`config.mk`:
```
export PLATFORM = sky130hd
export DESIGN_NAME = exe_phase_tracker
export DESIGN_NICKNAME = d
export VERILOG_FILES = /design/src/rtl/exe_trk_pkg.sv /design/src/rtl/exe_trk_issue.sv /design/src/rtl/exe_trk_stage.sv /design/src/rtl/exe_trk_pipe.sv /design/src/rtl/exe_trk_clash.sv /design/src/rtl/exe_phase_tracker.sv
export SDC_FILE = /design/constraint.sdc
export NUM_CORES = 1
export LEC_CHECK = 0
export ABC_AREA = 1
export CELL_PAD_IN_SITES_DETAIL_PLACEMENT = 1
export CELL_PAD_IN_SITES_GLOBAL_PLACEMENT = 1
export CORE_MARGIN = 2
export CORE_UTILIZATION = 45
export DETAILED_ROUTE_END_ITERATION = 8
export DONT_BUFFER_PORTS = 1
export GPL_TIMING_DRIVEN = 1
export PLACE_DENSITY = 0.76
export SETUP_SLACK_MARGIN = 0.02
export SKIP_LAST_GASP = 1
export SLEW_MARGIN = 20
export SYNTH_ARGS = -nofsm -noshare
export SYNTH_HDL_FRONTEND = slang
export SYNTH_HIERARCHICAL = 1
export SYNTH_SLANG_ARGS = --single-unit
```
`constraint.sdc`:
```
create_clock -name clk -period 3.4 [get_ports clk]
set_input_delay 0.68 -clock clk [delete_from_list [all_inputs] [get_ports clk]]
set_output_delay 0.68 -clock clk [all_outputs]
set_load 0.1 [all_outputs]
```
`src/rtl/exe_trk_pkg.sv`:
```
package exe_trk_pkg;

   localparam logic [2:0] KIND_NOP    = 3'd0;
   localparam logic [2:0] KIND_ALU    = 3'd1;
   localparam logic [2:0] KIND_MUL    = 3'd2;
   localparam logic [2:0] KIND_STORE  = 3'd3;
   localparam logic [2:0] KIND_LOAD   = 3'd4;
   localparam logic [2:0] KIND_BRANCH = 3'd5;

   // phase numbers: 1 is the issue phase
   localparam int PH_FIRST  = 1;
   localparam int PH_MEM    = 2;
   localparam int PH_MUL_WB = 2;
   localparam int PH_ST_ACC = 3;
   localparam int PH_LD_RET = 4;
   localparam int PH_LD_WB  = 5;
   localparam int PH_REDIR  = 6;
   localparam int PH_LAST   = 6;

   // last phase in which an instruction of this kind still has work
   function automatic int final_phase(logic [2:0] kind);
      case (kind)
         KIND_MUL:    return PH_MUL_WB;
         KIND_STORE:  return PH_ST_ACC;
         KIND_LOAD:   return PH_LD_WB;
         KIND_BRANCH: return PH_REDIR;
         default:     return PH_FIRST;
      endcase
   endfunction

endpackage

```
`src/rtl/exe_trk_issue.sv`:
```
module exe_trk_issue
   import exe_trk_pkg::*;
#(
   parameter int RIDX_W = 5,
   parameter int DATA_W = 32,
   parameter int ADDR_W = 32
) (
   input  logic              iss_valid,
   input  logic [2:0]        iss_kind,
   input  logic              iss_cond,
   input  logic [RIDX_W-1:0] iss_dst,
   input  logic [DATA_W-1:0] iss_value,
   input  logic [ADDR_W-1:0] iss_addr,
   output logic              alu_valid,
   output logic [RIDX_W-1:0] alu_dst,
   output logic [DATA_W-1:0] alu_data,
   output logic              ent_valid,
   output logic [2:0]        ent_kind,
   output logic [RIDX_W-1:0] ent_dst,
   output logic [DATA_W-1:0] ent_value,
   output logic [ADDR_W-1:0] ent_addr
);

   logic live;

   assign live = iss_valid & iss_cond;

   // phase-1 write for single-cycle kinds
   assign alu_valid = live && (iss_kind == KIND_ALU);
   assign alu_dst   = iss_dst;
   assign alu_data  = iss_value;

   // only kinds with work past phase 1 enter the phase chain
   assign ent_valid = live && (final_phase(iss_kind) > PH_FIRST);
   assign ent_kind  = iss_kind;
   assign ent_dst   = iss_dst;
   assign ent_value = iss_value;
   assign ent_addr  = iss_addr;

endmodule

```
`src/rtl/exe_trk_stage.sv`:
```
module exe_trk_stage #(
   parameter int RIDX_W        = 5,
   parameter int DATA_W        = 32,
   parameter int ADDR_W        = 32,
   parameter bit CLEAR_PAYLOAD = 1'b0
) (
   input  logic              clk,
   input  logic              rst,
   input  logic              d_v,
   input  logic [2:0]        d_k,
   input  logic [RIDX_W-1:0] d_dst,
   input  logic [DATA_W-1:0] d_val,
   input  logic [ADDR_W-1:0] d_addr,
   output logic              q_v,
   output logic [2:0]        q_k,
   output logic [RIDX_W-1:0] q_dst,
   output logic [DATA_W-1:0] q_val,
   output logic [ADDR_W-1:0] q_addr
);

   always_ff @(posedge clk) begin
      if (rst) q_v <= 1'b0;
      else     q_v <= d_v;
   end

   generate
      if (CLEAR_PAYLOAD) begin : g_clr
         always_ff @(posedge clk) begin
            if (rst) begin
               q_k    <= '0;
               q_dst  <= '0;
               q_val  <= '0;
               q_addr <= '0;
            end else begin
               q_k    <= d_k;
               q_dst  <= d_dst;
               q_val  <= d_val;
               q_addr <= d_addr;
            end
         end
      end else begin : g_keep
         always_ff @(posedge clk) begin
            q_k    <= d_k;
            q_dst  <= d_dst;
            q_val  <= d_val;
            q_addr <= d_addr;
         end
      end
   endgenerate

endmodule

```
`src/rtl/exe_trk_pipe.sv`:
```
module exe_trk_pipe
   import exe_trk_pkg::*;
#(
   parameter int RIDX_W        = 5,
   parameter int DATA_W        = 32,
   parameter int ADDR_W        = 32,
   parameter bit CLEAR_PAYLOAD = 1'b0
) (
   input  logic              clk,
   input  logic              rst,
   input  logic              ent_valid,
   input  logic [2:0]        ent_kind,
   input  logic [RIDX_W-1:0] ent_dst,
   input  logic [DATA_W-1:0] ent_value,
   input  logic [ADDR_W-1:0] ent_addr,
   input  logic [DATA_W-1:0] mem_rdata,
   output logic              mem_v,
   output logic [2:0]        mem_k,
   output logic [RIDX_W-1:0] mem_dst,
   output logic [DATA_W-1:0] mem_val,
   output logic [ADDR_W-1:0] mem_a,
   output logic              ldw_v,
   output logic [2:0]        ldw_k,
   output logic [RIDX_W-1:0] ldw_dst,
   output logic [DATA_W-1:0] ldw_val,
   output logic              rdr_v,
   output logic [2:0]        rdr_k,
   output logic [ADDR_W-1:0] rdr_a
);

   localparam int FIRST_SLOT = PH_FIRST + 1;

   logic              nx_v   [FIRST_SLOT:PH_LAST];
   logic [2:0]        nx_k   [FIRST_SLOT:PH_LAST];
   logic [RIDX_W-1:0] nx_dst [FIRST_SLOT:PH_LAST];
   logic [DATA_W-1:0] nx_val [FIRST_SLOT:PH_LAST];
   logic [ADDR_W-1:0] nx_a   [FIRST_SLOT:PH_LAST];
   logic              st_v   [FIRST_SLOT:PH_LAST];
   logic [2:0]        st_k   [FIRST_SLOT:PH_LAST];
   logic [RIDX_W-1:0] st_dst [FIRST_SLOT:PH_LAST];
   logic [DATA_W-1:0] st_val [FIRST_SLOT:PH_LAST];
   logic [ADDR_W-1:0] st_a   [FIRST_SLOT:PH_LAST];

   generate
      for (genvar p = FIRST_SLOT; p <= PH_LAST; p++) begin : g_ph
         if (p == FIRST_SLOT) begin : g_head
            assign nx_v[p]   = ent_valid;
            assign nx_k[p]   = ent_kind;
            assign nx_dst[p] = ent_dst;
            assign nx_val[p] = ent_value;
            assign nx_a[p]   = ent_addr;
         end else begin : g_body
            // an instruction leaves the chain once its last phase is done
            assign nx_v[p]   = st_v[p-1] && (final_phase(st_k[p-1]) >= p);
            assign nx_k[p]   = st_k[p-1];
            assign nx_dst[p] = st_dst[p-1];
            assign nx_a[p]   = st_a[p-1];
            if (p == PH_LD_RET + 1) begin : g_ret
               assign nx_val[p] = (st_k[p-1] == KIND_LOAD) ? mem_rdata : st_val[p-1];
            end else begin : g_pass
               assign nx_val[p] = st_val[p-1];
            end
         end

         exe_trk_stage #(
            .RIDX_W(RIDX_W), .DATA_W(DATA_W), .ADDR_W(ADDR_W),
            .CLEAR_PAYLOAD(CLEAR_PAYLOAD)
         ) stage_i (
            .clk    (clk),
            .rst    (rst),
            .d_v    (nx_v[p]),
            .d_k    (nx_k[p]),
            .d_dst  (nx_dst[p]),
            .d_val  (nx_val[p]),
            .d_addr (nx_a[p]),
            .q_v    (st_v[p]),
            .q_k    (st_k[p]),
            .q_dst  (st_dst[p]),
            .q_val  (st_val[p]),
            .q_addr (st_a[p])
         );
      end
   endgenerate

   assign mem_v   = st_v[PH_MEM];
   assign mem_k   = st_k[PH_MEM];
   assign mem_dst = st_dst[PH_MEM];
   assign mem_val = st_val[PH_MEM];
   assign mem_a   = st_a[PH_MEM];

   assign ldw_v   = st_v[PH_LD_WB];
   assign ldw_k   = st_k[PH_LD_WB];
   assign ldw_dst = st_dst[PH_LD_WB];
   assign ldw_val = st_val[PH_LD_WB];

   assign rdr_v   = st_v[PH_REDIR];
   assign rdr_k   = st_k[PH_REDIR];
   assign rdr_a   = st_a[PH_REDIR];

   logic unused_tail;
   assign unused_tail = ^{st_dst[PH_LAST], st_val[PH_LAST]};

endmodule

```
`src/rtl/exe_trk_clash.sv`:
```
module exe_trk_clash #(
   parameter int NPORT  = 3,
   parameter int RIDX_W = 5
) (
   input  logic [NPORT-1:0]             wv,
   input  logic [NPORT-1:0][RIDX_W-1:0] wd,
   output logic                         clash
);

   localparam int NPAIR = NPORT * NPORT;

   logic [NPAIR-1:0] pair_hit;

   generate
      if (NPORT < 2) begin : g_bad_nport
         $error("exe_trk_clash: NPORT must be at least 2");
      end
      for (genvar i = 0; i < NPORT; i++) begin : g_i
         for (genvar j = 0; j < NPORT; j++) begin : g_j
            if (j > i) begin : g_cmp
               assign pair_hit[i*NPORT+j] = wv[i] & wv[j] & (wd[i] == wd[j]);
            end else begin : g_zero
               assign pair_hit[i*NPORT+j] = 1'b0;
            end
         end
      end
   endgenerate

   assign clash = |pair_hit;

endmodule

```
`src/rtl/exe_phase_tracker.sv`:
```
module exe_phase_tracker
   import exe_trk_pkg::*;
#(
   parameter int RIDX_W        = 5,
   parameter int DATA_W        = 32,
   parameter int ADDR_W        = 32,
   parameter bit CLEAR_PAYLOAD = 1'b0
) (
   input  logic              clk,
   input  logic              rst,
   input  logic              iss_valid,
   input  logic [2:0]        iss_kind,
   input  logic              iss_cond,
   input  logic [RIDX_W-1:0] iss_dst,
   input  logic [DATA_W-1:0] iss_value,
   input  logic [ADDR_W-1:0] iss_addr,
   output logic              wb_a_valid,
   output logic [RIDX_W-1:0] wb_a_dst,
   output logic [DATA_W-1:0] wb_a_data,
   output logic              wb_m_valid,
   output logic [RIDX_W-1:0] wb_m_dst,
   output logic [DATA_W-1:0] wb_m_data,
   output logic              wb_l_valid,
   output logic [RIDX_W-1:0] wb_l_dst,
   output logic [DATA_W-1:0] wb_l_data,
   output logic              mem_req,
   output logic              mem_write,
   output logic [ADDR_W-1:0] mem_addr,
   output logic [DATA_W-1:0] mem_wdata,
   input  logic [DATA_W-1:0] mem_rdata,
   output logic              redir_valid,
   output logic [ADDR_W-1:0] redir_target,
   output logic              wb_clash
);

   localparam int NWB = 3;

   generate
      if (RIDX_W < 1 || DATA_W < 1 || ADDR_W < 1) begin : g_bad_width
         $error("exe_phase_tracker: widths must be positive");
      end
   endgenerate

   logic              ent_valid;
   logic [2:0]        ent_kind;
   logic [RIDX_W-1:0] ent_dst;
   logic [DATA_W-1:0] ent_value;
   logic [ADDR_W-1:0] ent_addr;

   exe_trk_issue #(.RIDX_W(RIDX_W), .DATA_W(DATA_W), .ADDR_W(ADDR_W)) issue_i (
      .iss_valid (iss_valid),
      .iss_kind  (iss_kind),
      .iss_cond  (iss_cond),
      .iss_dst   (iss_dst),
      .iss_value (iss_value),
      .iss_addr  (iss_addr),
      .alu_valid (wb_a_valid),
      .alu_dst   (wb_a_dst),
      .alu_data  (wb_a_data),
      .ent_valid (ent_valid),
      .ent_kind  (ent_kind),
      .ent_dst   (ent_dst),
      .ent_value (ent_value),
      .ent_addr  (ent_addr)
   );

   logic              mem_v, ldw_v, rdr_v;
   logic [2:0]        mem_k, ldw_k, rdr_k;
   logic [RIDX_W-1:0] mem_dst;
   logic [DATA_W-1:0] mem_val;
   logic [ADDR_W-1:0] mem_a;

   exe_trk_pipe #(
      .RIDX_W(RIDX_W), .DATA_W(DATA_W), .ADDR_W(ADDR_W),
      .CLEAR_PAYLOAD(CLEAR_PAYLOAD)
   ) pipe_i (
      .clk       (clk),
      .rst       (rst),
      .ent_valid (ent_valid),
      .ent_kind  (ent_kind),
      .ent_dst   (ent_dst),
      .ent_value (ent_value),
      .ent_addr  (ent_addr),
      .mem_rdata (mem_rdata),
      .mem_v     (mem_v),
      .mem_k     (mem_k),
      .mem_dst   (mem_dst),
      .mem_val   (mem_val),
      .mem_a     (mem_a),
      .ldw_v     (ldw_v),
      .ldw_k     (ldw_k),
      .ldw_dst   (wb_l_dst),
      .ldw_val   (wb_l_data),
      .rdr_v     (rdr_v),
      .rdr_k     (rdr_k),
      .rdr_a     (redir_target)
   );

   // phase 2: multiply result and memory request share the same slot
   assign wb_m_valid = mem_v && (mem_k == KIND_MUL);
   assign wb_m_dst   = mem_dst;
   assign wb_m_data  = mem_val;

   assign mem_req    = mem_v && ((mem_k == KIND_STORE) || (mem_k == KIND_LOAD));
   assign mem_write  = mem_v && (mem_k == KIND_STORE);
   assign mem_addr   = mem_a;
   assign mem_wdata  = mem_val;

   // phase 5: load data into the register file
   assign wb_l_valid = ldw_v && (ldw_k == KIND_LOAD);

   // phase 6: end of the fifth delay slot of a branch
   assign redir_valid = rdr_v && (rdr_k == KIND_BRANCH);

   exe_trk_clash #(.NPORT(NWB), .RIDX_W(RIDX_W)) clash_i (
      .wv    ({wb_l_valid, wb_m_valid, wb_a_valid}),
      .wd    ({wb_l_dst, wb_m_dst, wb_a_dst}),
      .clash (wb_clash)
   );

endmodule

```
==> results of run 1 <==
sequential cells by signal, summed over array words and instances (netlist names):
name                        flops
pipe_i/g_ph.stage_i/q_addr    160
pipe_i/g_ph.stage_i/q_dst      20
pipe_i/g_ph.stage_i/q_k        15
pipe_i/g_ph.stage_i/q_v         5
pipe_i/g_ph.stage_i/q_val     128
layout make-up:
cell class                      instances  area, µm²  area share, %
Antenna cell                            2       5.00         0.0552
Clock buffer                           43        851           9.38
Clock inverter                         10        146           1.61
Inverter                               33        124           1.37
Multi-Input combinational cell        193        875           9.64
Sequential cell                       328       6610           72.8
Tap cell                              260        325           3.59
Timing Repair Buffer                   16        138           1.52
power by group through the flow:
stage | clock (µW) | combinational [µW] | sequential, µW
global route | 3630 | 162 | 5000
finish | 3380 | 147 | 4970
floorplan | 0 | 513 | 4900
detailed placement | 0 | 147 | 5060
global placement | 0 | 142 | 5040
CTS | 3470 | 150 | 4980
final timing paths:
kind / to / startpoint
hold reg to reg: pipe_i/g_ph[4].stage_i/q_dst[2] / pipe_i/g_ph[3].stage_i/q_dst[2]
setup / recovery: wb_clash / pipe_i/g_ph[2].stage_i/q_dst[0]
hold / removal: pipe_i/g_ph[2].stage_i/q_addr[6] / iss_addr[6]
setup reg to reg: pipe_i/g_ph[5].stage_i/q_val[28] / pipe_i/g_ph[4].stage_i/q_k[1]
layout by cell type, fill, tap and decap left out, drive strengths merged:
cell type	instances
nand3	37
ha	2
nand2	117
nor2	28
inv	35
nor3	3
a21oi	1
xor2	1
diode	2
dfxtp	328
buf	15
clkinv	5
clkbuf	44
nor3b	1
bufinv	3
and3b	1
o21ai	2
per-layer routing:
layer  part of all wire (%)  wire length, µm
met5                   0.14               22
met4                    2.3              376
met3                    9.4             1510
met2                     51             8170
met1                     37             5950
through the flow:
| stage | setup slack (ns) | instances |
|---|---|---|
| finish | 0.653 | 885 |
| global route | 0.458 | 884 |
| CTS | 0.623 | 883 |
| detailed placement | 0.983 | 830 |
| global placement | 1.03 | 830 |
| floorplan | 0.0256 | 705 |
==> impl_metrics.toml, run 1 <==
[status]
run_status = "finished clean"

[power_and_ir_drop]
leak_uw = 0.00401
power.ir.vdd_worst_v = 0.000550
internal_power_uw = 6070
swShare_pct = 28.5
p_per_area_nw_per_um2 = 937
power_frac_seq_pct = 58.5
p_total_uw = 8500
switchingPower_uw = 2430
power.clock.fraction_pct = 39.8
comb_power_share_pct = 1.7

[sta]
max_slew.worst_pin.slew_ns = 1.07
clock_skews_ns = 0.00987
min_period_over_period_pct = 80.8
holdWs_ns = 0.138
rsz0062_at_grt = "false"
finalHoldViolations = 0
setup_viol_count_final = 0
setup_tns_ns = 0
timing_max_transition_violations_final = 0
max_freq_mhz = 364
fin_crit_ns = 2.75
maxSlewHeadroom_pct = 28.5

[placement]
postPlaceCellArea_um2 = 8070
port_buffers = 0
place.detailed.hpwl_um = 10700
place.gp.congestion = 0.763

[setup_path]
worstSetupEndpointType = "output port"
critical_path.cell_chain = "buf_4, inv_1, nand2_1, nand2_1, nor2_1, nand3_1, nand3_1, buf_4"
path_class = "flop to output port"
r2r_setup_slack_ns = 1.29
path_delay_family = "buffers and inverters"
cp_num_buf_inv = 3
critical_path_depth = 8
timing.critical_path.fanout_max = 3
worst_r2r_path_depth = 4
slowest_stage = "sky130_fd_sc_hd__dfxtp_1"
worst-endpoint-arrival_ns = 2.07
startpoint_type = "flop"
crit_required_ns = 2.72
max_stage_delay_on_crit_path_ns = 0.35

[yosys]
synth.avg_cell_area_um2 = 12.3
synthesis.nets = 815
instance_count_of_the_mapped_netlist = 705
yosys_warnings = 6
synthesis.area_um2 = 8660

[drt]
drc = 0
vias = 3890
routedWlPerCell_um = 18.1
drt-total-wl_um = 16000
antenna_violating_nets_post_route = 0
detailedRoute.firstIterationViolations = 83
vias_per_cell = 4.40
number_of_detailed_routing_iterations_run_before_antenna_repair = 4

[clock_tree]
post_cts_hold_buffer_count = 0
clock_sink_count = 328
cts_resized = 0
cts-root-to-sink-buffers = 3
post-cts-setup-buffer-count = 0
clock_tree.htree_level_count = 1
path_clk_slew_ns = 0.07
clock_insertion_delay_worst_skew_ns = 0.55
cts_tree = "done"
ctsRootBufferMaster = "sky130_fd_sc_hd__clkbuf_16"
cts_inserted_buffers = 31

[global_route]
grt_most_used_layer = "met2"
met1_usage_pct = 16.5
met2_usage_pct = 26.9
pin_count_of_the_biggest_net_entering_global_routing = 34
gr-usage-all-layers_pct = 15.1
grt_pass1_vias = 4177
grt_pass1_wl_um = 23600
grt_antenna_before_repair = 3
grtUsageMet3_pct = 6.27
globalRouteOverflowTotal = 0

[finish]
post_synthesis_to_final_layout_area_growth_pct = 4.68
finish.net_count = 713
final_core_utilization_pct = 48.2
layout.cell_area.non_filler_um2 = 9070
num-fill-cells = 1877
post_route_cells_drive_above_1_share_pct = 17.0

[hold_path]
path_type_of_the_worst_min_delay_path = "primary input to flop"
min_path_cells = 0

[floorplan]
core_region_area_um2 = 18800
row_count = 50
floorplan.initialDensity_pct = 46.0
pin_count = 322
design.die.area_um2 = 20400
die_x_um = 143
floorplan.die.height_um = 143

[flow_run]
maxCapViolCount = 0
No activity file was read; power rests on OpenSTA's default activity.
==> run 2, diff against run 1 <==
CORE_UTILIZATION = 43   (was 45)
clock period = 2.33 ns   (was 3.4 ns; I/O delays follow)
==> run 2 against run 1 <==
Flip-flop and latch count unchanged. Design area increased by 23%. Sequential share of layout area decreased by 14 points. Clock power increased by 55%. Critical endpoint unchanged. Utilization increased by 9.0 points. Clock skew increased by 0.010 ns. Register-to-register slack got worse by 0.48 ns. Non-clock buffer count increased by 218. Combinational power increased to 12 times the previous value. Power increased by 54%. Highest routed layer is now met4. Largest power group unchanged.
==> impl_metrics.toml, run 2 (synthesis results as in run 1) <==
[drt]
number_of_detailed_routing_iterations_run_before_antenna_repair = 4
detailedRoute.firstIterationViolations = 147
drc = 0
vias = 4844
vias_per_cell = 4.36
antenna_violating_nets_post_route = 0
routedWlPerCell_um = 19.4
drt-total-wl_um = 21600

[finish]
most_common_cell_after_layout_fill_and_taps_aside = "sky130_fd_sc_hd__dfxtp_1"
largest_register_ff_count = 160
layout_common_cells = "sky130_fd_sc_hd__dfxtp_1 (291), sky130_fd_sc_hd__buf_4 (144), sky130_fd_sc_hd__nand2_1 (115)"
finalNonFillerCells = 1111
post_route_cells_drive_above_1_share_pct = 31.4
finish.net_count = 931
antenna_cells = 0
registers.top_by_ff_count = "pipe_i/g_ph.stage_i/q_addr"
post_synthesis_to_final_layout_area_growth_pct = 29.2
reg_top3 = "pipe_i/g_ph.stage_i/q_addr x160, pipe_i/g_ph.stage_i/q_val x128, pipe_i/g_ph.stage_i/q_dst x20"

[floorplan]
floorplan.initialDensity_pct = 44.2
pin_count = 322
row_count = 51
core_region_area_um2 = 19600
die_x_um = 146
floorplan.die.height_um = 146
design.die.area_um2 = 21300

[power_and_ir_drop]
p_per_area_nw_per_um2 = 1170
power.ir.vdd_worst_v = 0.000962
power_frac_seq_pct = 46.5
p_total_uw = 13100
power.clock.fraction_pct = 39.9
swShare_pct = 28.6
switchingPower_uw = 3750
internal_power_uw = 9360
comb_power_share_pct = 13.6
leak_uw = 0.00514

[clock_tree]
ctsRootBufferMaster = "sky130_fd_sc_hd__clkbuf_16"
path_clk_slew_ns = 0.06
cts_inserted_buffers = 31
clock_tree.htree_level_count = 1
clock_insertion_delay_worst_skew_ns = 0.56
clock_sink_count = 328
cts_tree = "done"
cts-root-to-sink-buffers = 3

[global_route]
grt_pass1_vias = 5590
grt_antenna_before_repair = 0
gr-usage-all-layers_pct = 19.9
globalRouteOverflowTotal = 0
grt_pass1_wl_um = 32800
pin_count_of_the_biggest_net_entering_global_routing = 33

[sta]
min_period_over_period_pct = 98.3
finalHoldViolations = 0
max_freq_mhz = 437
setup_viol_count_final = 0
setup_tns_ns = 0
maxSlewHeadroom_pct = 53.6
fin_crit_ns = 2.29
clock_skews_ns = 0.0200
holdWs_ns = 0.0594
max_slew.worst_pin.slew_ns = 0.693
timing_max_transition_violations_final = 0
setup_slack_ns = 0.0393
rsz0062_at_grt = "true"

[setup_path]
worst-endpoint-arrival_ns = 1.82
worstSetupEndpointType = "output port"
startpoint_type = "flop"
path_class = "flop to output port"
timing.critical_path.fanout_max = 7
crit_required_ns = 1.86

[status]
run_status = "finished clean"

[placement]
pre_cts_slack_ns = 0.381
place.detailed.hpwl_um = 13200
place.gp.congestion = 0.812
post-place-cells = 979
port_buffers = 0

[flow_run]
maxCapViolCount = 0

[hold_path]
path_type_of_the_worst_min_delay_path = "primary input to flop"
## run 2: critical path: stages, from the launching register on
cell	delay [ns]
sky130_fd_sc_hd__dfxtp_4	0.38
sky130_fd_sc_hd__nand2_2	0.08
sky130_fd_sc_hd__nor3_4	0.15
sky130_fd_sc_hd__nand2_1	0.07
sky130_fd_sc_hd__inv_1	0.05
sky130_fd_sc_hd__nand2_1	0.04
sky130_fd_sc_hd__nor2_1	0.10
sky130_fd_sc_hd__nand3_1	0.10
sky130_fd_sc_hd__nand3_2	0.12
sky130_fd_sc_hd__buf_12	0.18
## run 2: cell type report
cell class | instances | area, µm²
Fill cell | 1922 | 8400
Sequential cell | 328 | 6620
Clock buffer | 46 | 922
Timing Repair Buffer | 234 | 2150
Multi-Input combinational cell | 193 | 888
Clock inverter | 12 | 159
Inverter | 33 | 124
Tap cell | 265 | 332
## run 2: layer usage
| layer | vias up | GRT usage, % | routed length, µm |
|---|---|---|---|
| met4 | 0 | 5.39 | 482 |
| met3 | 38 | 6.55 | 1610 |
| met1 | 2351 | 19.8 | 7490 |
| li1 | 2240 | - | - |
| met2 | 215 | 39.3 | 12000 |
| met5 | - | 0 | 0 |
## run 2: what timing repair did
item	4_1_cts	5_1_grt
resized for setup	7	0
hold endpoints to repair	77	0
endpoints found under the setup margin	1	1
cloned	0	0
setup buffers	1	0
hold buffers	73	0
pin swaps	1	0
## run 2: power groups by stage
| stage | clock network [µW] | logic, µW | registers [µW] |
|---|---|---|---|
| finish | 5230 | 1780 | 6090 |
| global route | 5600 | 1820 | 6120 |
| CTS | 5300 | 1780 | 6090 |
| detailed placement | 0 | 1670 | 6210 |
| global placement | 0 | 1650 | 6180 |
| floorplan | 0 | 749 | 7160 |
## run 2: metrics by stage
stage | util [%] | area, µm²
after floorplan | - | 8700
after global placement | 47.8 | 9360
after detailed placement | 47.8 | 9360
after CTS | 57.1 | 11200
after global routing | 57.1 | 11200
final | 57.1 | 11200
## run 2: worst paths after layout
kind                                          from                               end  slack (ns)  cells after the start
setup / recovery     pipe_i/g_ph[2].stage_i/q_k[1]                          wb_clash        0.04                      9
hold / removal                       mem_rdata[14]  pipe_i/g_ph[5].stage_i/q_val[14]        0.06                      2
setup reg to reg     pipe_i/g_ph[4].stage_i/q_k[2]   pipe_i/g_ph[5].stage_i/q_val[8]        0.81                      3
hold reg to reg   pipe_i/g_ph[3].stage_i/q_addr[0]  pipe_i/g_ph[4].stage_i/q_addr[0]        0.32                      0
